--- src/rtl/alu_pkg.sv ---
package alu_pkg;

    typedef enum logic [2:0] {
        OP_NOP   = 3'b000,
        OP_PASS  = 3'b001,
        OP_ADD   = 3'b010,
        OP_SUB   = 3'b011,
        OP_SHL   = 3'b100,
        OP_AND   = 3'b101,
        OP_OR    = 3'b110,
        OP_TALLY = 3'b111
    } alu_op_e;

    typedef enum logic {
        TALLY_IDLE,
        TALLY_ARMED
    } tally_state_e;

endpackage

--- src/rtl/alu_addsub.sv ---
module alu_addsub #(
    parameter int DW = 8
) (
    input  logic [DW-1:0] a_i,
    input  logic [DW-1:0] b_i,
    input  logic          sub_i,
    output logic [DW-1:0] sum_o
);
    logic [DW-1:0] b_eff;

    // Subtract control inverts B and doubles as the carry-in.
    assign b_eff = b_i ^ {DW{sub_i}};
    assign sum_o = a_i + b_eff + {{(DW-1){1'b0}}, sub_i};

endmodule

--- src/rtl/alu_shifter.sv ---
module alu_shifter #(
    parameter int DW  = 8,
    parameter int SHW = 2
) (
    input  logic [DW-1:0]  a_i,
    input  logic [SHW-1:0] amt_i,
    output logic [DW-1:0]  shl_o
);
    localparam int NSTAGE = 1 << SHW;

    logic [DW-1:0] stage [NSTAGE];

    // One fixed shift per select value, then a plain mux.
    for (genvar k = 0; k < NSTAGE; k++) begin : g_stage
        assign stage[k] = a_i << k;
    end

    assign shl_o = stage[amt_i];

endmodule

--- src/rtl/op_tally.sv ---
module op_tally
    import alu_pkg::*;
#(
    parameter int DW = 8,
    parameter int CW = 8
) (
    input  logic          clk,
    input  logic          rst,
    input  alu_op_e       op_i,
    input  logic [2:0]    tgt_i,
    output logic [DW-1:0] val_o,
    output logic [CW-1:0] cnt_o,
    output logic          armed_o
);
    localparam logic [CW-1:0] CNT_MAX = {CW{1'b1}};

    tally_state_e  state_q, state_d;
    logic [CW-1:0] cnt_q, cnt_d;
    logic [2:0]    tgt_q, tgt_d;

    // State register
    always_ff @(posedge clk) begin
        if (rst) begin
            state_q <= TALLY_IDLE;
        end else begin
            state_q <= state_d;
        end
    end

    // Tally and target registers
    always_ff @(posedge clk) begin
        if (rst) begin
            cnt_q <= '0;
            tgt_q <= '0;
        end else begin
            cnt_q <= cnt_d;
            tgt_q <= tgt_d;
        end
    end

    // Transitions and outputs
    always_comb begin
        state_d = state_q;
        cnt_d   = cnt_q;
        tgt_d   = tgt_q;
        val_o   = '0;
        unique case (state_q)
            TALLY_IDLE: begin
                if (op_i == OP_TALLY) begin
                    // arm
                    state_d = TALLY_ARMED;
                    cnt_d   = '0;
                    tgt_d   = tgt_i;
                end
            end
            TALLY_ARMED: begin
                val_o = DW'(cnt_q);
                if (op_i == OP_TALLY) begin
                    // report
                    state_d = TALLY_IDLE;
                    cnt_d   = '0;
                end else if ((op_i == alu_op_e'(tgt_q)) && (cnt_q != CNT_MAX)) begin
                    cnt_d = cnt_q + 1'b1;
                end
            end
        endcase
    end

    assign cnt_o   = cnt_q;
    assign armed_o = (state_q == TALLY_ARMED);

endmodule

--- src/rtl/dsp_alu.sv ---
module dsp_alu
    import alu_pkg::*;
#(
    parameter int DW  = 8,
    parameter int CW  = 8,
    parameter int SHW = 2
) (
    input  logic          clk,
    input  logic          rst,
    input  logic [2:0]    op_i,
    input  logic [DW-1:0] a_i,
    input  logic [DW-1:0] b_i,
    output logic [DW-1:0] res_o
);
    alu_op_e       op;
    logic [DW-1:0] res_q;
    logic [DW-1:0] sum;
    logic [DW-1:0] shl;
    logic [DW-1:0] tally_val;
    logic [CW-1:0] tally_cnt;
    logic          tally_armed;
    logic [DW-1:0] slow_sel;
    logic          is_arith;
    logic          is_sub;

    assign op       = alu_op_e'(op_i);
    assign is_arith = (op == OP_ADD) || (op == OP_SUB);
    assign is_sub   = (op == OP_SUB);

    alu_addsub #(.DW(DW)) u_addsub (
        .a_i   (a_i),
        .b_i   (b_i),
        .sub_i (is_sub),
        .sum_o (sum)
    );

    alu_shifter #(.DW(DW), .SHW(SHW)) u_shift (
        .a_i   (a_i),
        .amt_i (b_i[SHW-1:0]),
        .shl_o (shl)
    );

    op_tally #(.DW(DW), .CW(CW)) u_tally (
        .clk     (clk),
        .rst     (rst),
        .op_i    (op),
        .tgt_i   (a_i[2:0]),
        .val_o   (tally_val),
        .cnt_o   (tally_cnt),
        .armed_o (tally_armed)
    );

    // First level: six non-arithmetic sources
    always_comb begin
        unique case (op)
            OP_NOP:   slow_sel = res_q;
            OP_PASS:  slow_sel = a_i;
            OP_SHL:   slow_sel = shl;
            OP_AND:   slow_sel = a_i & b_i;
            OP_OR:    slow_sel = a_i | b_i;
            OP_TALLY: slow_sel = tally_val;
            default:  slow_sel = res_q;
        endcase
    end

    // Second level: adder result kept on the short path
    always_ff @(posedge clk) begin
        if (rst) begin
            res_q <= '0;
        end else begin
            res_q <= is_arith ? sum : slow_sel;
        end
    end

    assign res_o = res_q;

endmodule

--- config.mk ---
export PLATFORM = sky130hd
export DESIGN_NAME = dsp_alu
export DESIGN_NICKNAME = d
export VERILOG_FILES = /design/src/rtl/alu_pkg.sv /design/src/rtl/alu_addsub.sv /design/src/rtl/alu_shifter.sv /design/src/rtl/op_tally.sv /design/src/rtl/dsp_alu.sv
export SDC_FILE = /design/constraint.sdc
export NUM_CORES = 1
export LEC_CHECK = 0
export BUFFER_PORTS_ARGS = -buffer_cell sky130_fd_sc_hd__clkbuf_2
export CAP_MARGIN = 40
export CORE_MARGIN = 3
export CORE_UTILIZATION = 45
export DETAILED_ROUTE_END_ITERATION = 10
export PLACE_DENSITY = 0.71
export SLEW_MARGIN = 30
export SYNTH_ARGS = -nofsm -noshare
export SYNTH_HDL_FRONTEND = slang
export SYNTH_HIERARCHICAL = 1
export SYNTH_SLANG_ARGS = --single-unit
--- constraint.sdc ---
create_clock -name clk -period 5.2 [get_ports clk]
set_input_delay 1.04 -clock clk [delete_from_list [all_inputs] [get_ports clk]]
set_output_delay 1.04 -clock clk [all_outputs]
set_load 0.01 [all_outputs]
# ---- Word level (Yosys, flattened, before mapping)
# Index checks and enable logic that the tools add are counted.
dict set report totals {
  ff_bits 20
  latchBits 0
  ram_bits 0
  mem_bits_ro 0
  input_bits 21
  wordCells 42
  memories 0
}
dict set report classes {
  add_sub_neg 3
  multipliers 0
  div_mod_pow 0
  n_lt_le_gt_ge 1
  n_eq_ne 11
  n_shift 0
  n_mux 13
  bitwise_logic 5
  n_reduce_logical 5
}
# operator n
set ops {}
lappend ops {{2-to-1 mux 8 bit} 7}
lappend ops {{one-hot mux 8 bit (5 select lines)} 1}
lappend ops {{binary-select mux 8 bit (select 2 bit)} 1}
lappend ops {{one-hot mux 8 bit (2 select lines)} 1}
lappend ops {{equality test 3 bit (second input constant)} 4}
lappend ops {{adder 8 x 1 -> 8 bit} 1}
lappend ops {{adder 8 x 1 -> 8 bit (second input constant)} 1}
lappend ops {{adder 8 bit} 1}
lappend ops {{AND 8 bit} 1}
lappend ops {{!= test 8 bit (second input constant)} 1}
lappend ops {{OR 8 bit} 1}
lappend ops {{XOR 8 bit} 1}
lappend ops {{equality test 3 x 2 -> 1 bit (second input constant)} 2}
lappend ops {{nonzero test 6 bit} 1}
lappend ops {{AND reduction 2 bit} 2}
lappend ops {{equality test 3 x 1 -> 1 bit (second input constant)} 1}
lappend ops {{equality test 3 bit} 1}
lappend ops {{>= comparator 3 bit (second input constant)} 1}
lappend ops {{!= test 3 bit (second input constant)} 1}
lappend ops {{NOT 2 -> 3 bit} 1}
lappend ops {{2-to-1 mux 1 bit} 2}
lappend ops {{!= test 2 x 1 -> 1 bit (second input constant)} 1}
lappend ops {{one-hot mux 1 bit (2 select lines)} 1}
lappend ops {{logical AND 1 bit} 1}
lappend ops {{other kinds (2)} 2}

# ---- Depth between registers and ports, before layout
dict set report depth {
  ltp_word 6
  mapped_depth 14
}

# ---- Cells and area by module
# The synthesis kept the hierarchy.
# module n_inst cells_per_inst area_per_inst_um2 seq_area_each_um2
set by_module_without_submodules {}
lappend by_module_without_submodules {dsp_alu 1 96 780.7 160.2}
lappend by_module_without_submodules {op_tally 1 79 730.7 240.2}
lappend by_module_without_submodules {alu_addsub 1 45 414.1 0.0}
lappend by_module_without_submodules {alu_shifter 1 17 162.7 0.0}

# ---- Least setup slack after synthesis
# Ideal clock, no wire load.
dict set report synth_timing {
  path_type {input-to-reg}
  start {input port op_i[2]}
  end {register res_q[5] (netlist: res_o[5])}
  setup_time_ns 0.091
  arrival_time_ns 3.451
  slack_ns 1.659
  stages 14
  cell_sequence {buf_2 nor2b_1 buf_2 and2_1 buf_6 xor2_1 ha_1 buf_6 and4_1 a211o_2 a211oi_2 xnor2_1 a22oi_1 a311oi_1}
}
dict set report synth_between {
  elab_chain_len 5
  word_cells_on_any_way 14
  classes_between {add/sub: 2; eq/ne: 7; mux: 2; bitwise: 1; reduce/logical: 2}
}
# element line_no
set synth_rtl {}
lappend synth_rtl {{start, declared} dsp_alu.sv:10} ;# input logic [2:0] op_i,
lappend synth_rtl {{equality test 3 x 2 -> 1 bit (*)} dsp_alu.sv:28} ;# assign is_sub = (op == OP_SUB);
lappend synth_rtl {{net is_sub} dsp_alu.sv:24} ;# logic is_sub;
lappend synth_rtl {{XOR 8 bit} alu_addsub.sv:12} ;# assign b_eff = b_i ^ {DW{sub_i}};
lappend synth_rtl {{adder 8 bit} alu_addsub.sv:13} ;# assign sum_o = a_i + b_eff + {{(DW-1){1'b0}}, sub_i};
lappend synth_rtl {{adder 8 x 1 -> 8 bit (*)} alu_addsub.sv:13}
lappend synth_rtl {{net sum[5]} dsp_alu.sv:17} ;# logic [DW-1:0] sum;
lappend synth_rtl {{2-to-1 mux 8 bit (*)} dsp_alu.sv:71} ;# res_q <= is_arith ? sum : slow_sel;
lappend synth_rtl {{end signal, assigned} dsp_alu.sv:71}
lappend synth_rtl {{end, declared} dsp_alu.sv:16} ;# logic [DW-1:0] res_q;
# The timed path passes the listed nets; every way through them passes the cells marked *.
# A chain may end at the register's enable or synchronous reset.

# ---- Final worst setup path
dict set report layout_timing {
  start {input port op_i[0]}
  end {register res_q[5] (netlist: res_o[5])}
}
# Same word-level chain as after synthesis.

==> flow_metrics.env <==
export IMPL_powerDensity_mw_per_mm2=195
export IMPL_fin_crit_ps=3660
export IMPL_final_cells=306
export IMPL_area_growth_pct=7.97
export IMPL_grt_pass1_vias=1771
export IMPL_cts_tree="yes"
export IMPL_vias_per_cell=6.08
export IMPL_worst_path_buf_inv=1
export IMPL_setup_worst_path_class="input pin to register"
export IMPL_hold_class="register to register"
export IMPL_rr_endpoint="u_tally/cnt_o[5]"
export IMPL_yosys_area_top_type="dfxtp_1"
export IMPL_outcome="finished clean"
export IMPL_cts_root_buf="clkbuf_8"
export IMPL_post_route_drc_count=0
export IMPL_num_vias=1862
export IMPL_crit_family="compound AO/OA/AOI/OAI gates"
export IMPL_synth_area_mm2=0.00209
export IMPL_p_leak_nw=0.979
export IMPL_row_count=24
export IMPL_start_kind="input pin"
export IMPL_finalHoldViolations=0
export IMPL_die_w_um=74.1
export IMPL_post_synth_cell_area_avg_um2=8.81
export IMPL_post_route_util_pct=51.1
export IMPL_slowest_stage="and2_1"
export IMPL_final_nets=287
export IMPL_peakVddDrop_uv=88.7
export IMPL_cp_required_ps=5360
export IMPL_hold_buffers=0
export IMPL_design_area_mm2=0.00225
export IMPL_io_pins=29
export IMPL_wl_met2_mm=2.45
export IMPL_reg2reg_slack_ps=3120
export IMPL_ant_nets=0
export IMPL_whs_endpoint="res_o[2]"
export IMPL_cp_cell_sequence="clkbuf_2 > and2_1 > xor2_1 > ha_1 > and4_1 > a211o_2 > a211oi_2 > xnor2_1 > a22oi_1 > a311oi_1"
export IMPL_crit_path_start="op_i[0]"
export IMPL_ys_seq_elements=20
export IMPL_nFillCells=425
export IMPL_holdPathStages=2
export IMPL_track_usage_pct=19.5
export IMPL_htree_levels=1
export IMPL_drt_initial_drc_count=124
export IMPL_worstPathMaxFanout=29
export IMPL_cpPeakStageDelay_ps=470
export IMPL_route_met3_wl_um=185
export IMPL_antenna_found_initial=0
export IMPL_ctsResizeCount=0
export IMPL_final_max_slew_viol_count=0
export IMPL_die_h_um=74.1
export IMPL_start_util_pct=47.3
export IMPL_worstPathArrival_ps=3820
export IMPL_grt_pass1_wl_mm=8.44
export IMPL_synth_yosys_seq_area_share_pct=19.2
export IMPL_setup_violations=0
export IMPL_min_from="res_o[2]"
export IMPL_globalplace_congestion=0.879
export IMPL_clk_latency_ps=260
export IMPL_dieArea_mm2=0.00549
export IMPL_place_inst=302
export IMPL_netlist_area_leader_share_pct=19.2
export IMPL_synthFlopType="dfxtp_1"
export IMPL_r2r_cells=6
export IMPL_tightest_slew_ps=591
export IMPL_numCtsBuffers=3
export IMPL_setup_tns_ps=0
export IMPL_end_kind="register"
export IMPL_period_share_pct=70.4
export IMPL_fin_skew_ps=1.75
export IMPL_final_layout_size_suffix_gt1_share_pct=20.1
export IMPL_synth_cell_types=48
export IMPL_cts_sinks=20
export IMPL_placed_cell_area_mm2=0.00220
export IMPL_dr_pass1_iters=4
export IMPL_overflow=0
export IMPL_layout_commonest_cell="clkbuf_2"
export IMPL_diodes=0
export IMPL_grt_max_degree=37
export IMPL_core_mm2=0.00441
export IMPL_fmax_mhz=273
export IMPL_async_reset_ff_share_pct=0
export IMPL_drv_cap=0
export IMPL_path_depth=10
export IMPL_cts_setup_buffers=0
export IMPL_clkTransAtPathRegs_ps=70
export IMPL_wl_met1_mm=2.46
export IMPL_top_layer="met4"
export IMPL_syn_inst=237
export IMPL_synth_nets=269
export IMPL_io_buffers=28
export IMPL_yosys_warnings=6
export IMPL_clk_path_buf_depth=2
export IMPL_final_cell_mix="28 x clkbuf_2, 20 x dfxtp_1, 16 x nor2_1"
export IMPL_wirelength_mm=5.11
export IMPL_r2r_start="u_tally/cnt_o[0]"
export IMPL_grt_setup_unrepaired="false"
export IMPL_synthTopCellsByArea="dfxtp_1 19%, mux2i_1 7.2%, ha_1 6.0%"
export IMPL_holdWs_ps=498
export IMPL_routedWlPerCell_um=16.7
export IMPL_hpwl_mm=3.75
export IMPL_synth_edf_count=0
export IMPL_maxSlewHeadroom_pct=60.5
==> synthesized netlist by cell type (2+ instances only) <==
master    instances
xor2_1            8
and2_1            8
nand2_1           4
or2_1             8
mux2i_1          15
nand3_1           7
a32oi_1           8
or3_1             2
o21ai_0           5
a22oi_1           8
nor2b_1           5
nand2b_1          8
dfxtp_1          20
and4b_1           8
ha_1             10
a21oi_1           2
a311oi_1          8
nand3b_1          2
nor2_1           16
nor3_1            2
clkbuf_1          3
inv_1             4
buf_6             5
or3b_1            8
nor3b_1           6
buf_2             9
and4_1            2
a32o_2            5
and3_1            7
nand4_1           8
xnor2_1           9
==> worst min-delay path, cell delays in order (launching register included) <==
cell and delay (ps):
dfxtp_1 310, nor2_1 90, a311oi_1 50
==> cell type report <==
| type | count | area (um2) | area share (%) |
|---|---|---|---|
| multi-input cells | 195 | 1560 | 69.0 |
| flip-flops and latches | 20 | 400 | 17.8 |
| repair buffers | 31 | 163 | 7.21 |
| well taps | 52 | 65.1 | 2.89 |
| clock buffers | 4 | 55.1 | 2.44 |
| inverters | 4 | 15.0 | 0.666 |
==> flip-flops by register name, summed over array words and instances, names as in the netlist <==
register         count
u_tally/cnt_o        8
res_o                8
u_tally/armed_o      1
u_tally/tgt_q        3
==> routing by layer <==
layer / vias to the layer above / track usage [%]
li1: 942 / -
met3: 2 / 3.38
met4: 0 / 3.42
met1: 885 / 27.3
met5: - / 0
met2: 33 / 31.7
==> report_power, final <==
part | total (mW) | internal (mW) | leakage, nW | switching (mW)
logic | 0.153 | 0.0680 | 0.787 | 0.0850
registers | 0.166 | 0.161 | 0.163 | 0.00575
clock network | 0.119 | 0.0674 | 0.0288 | 0.0519
total | 0.439 | 0.296 | 0.979 | 0.143
==> how the worst max path moves through the flow <==
| stage | to | slack [ps] |
|---|---|---|
| after global placement | res_o[5] | 1380 |
| final | res_o[5] | 1540 |
| after CTS | res_o[5] | 1560 |
| after global routing | res_o[5] | 1340 |
| after floorplan | res_o[5] | 1660 |
| after detailed placement | res_o[5] | 1270 |
==> stage by stage <==
stage / worst slack [ps] / power, mW
finish: 1540 / 0.439
global placement: 1380 / 0.320
CTS: 1560 / 0.442
global route: 1340 / 0.467
detailed placement: 1270 / 0.322
floorplan: 1660 / 0.282
==> cells by family after synthesis <==
| group | after synthesis | synth area share, % |
|---|---|---|
| AND/OR/NAND/NOR | 104 | 31.6 |
| AO/OA/AOI/OAI | 46 | 19.8 |
| buffers and inverters | 22 | 6.29 |
| flip-flops | 20 | 19.2 |
| XOR/XNOR | 17 | 7.13 |
| multiplexers | 17 | 8.99 |
| adder cells (fa/ha/maj) | 11 | 6.95 |
(Power assumes the default switching activity.)
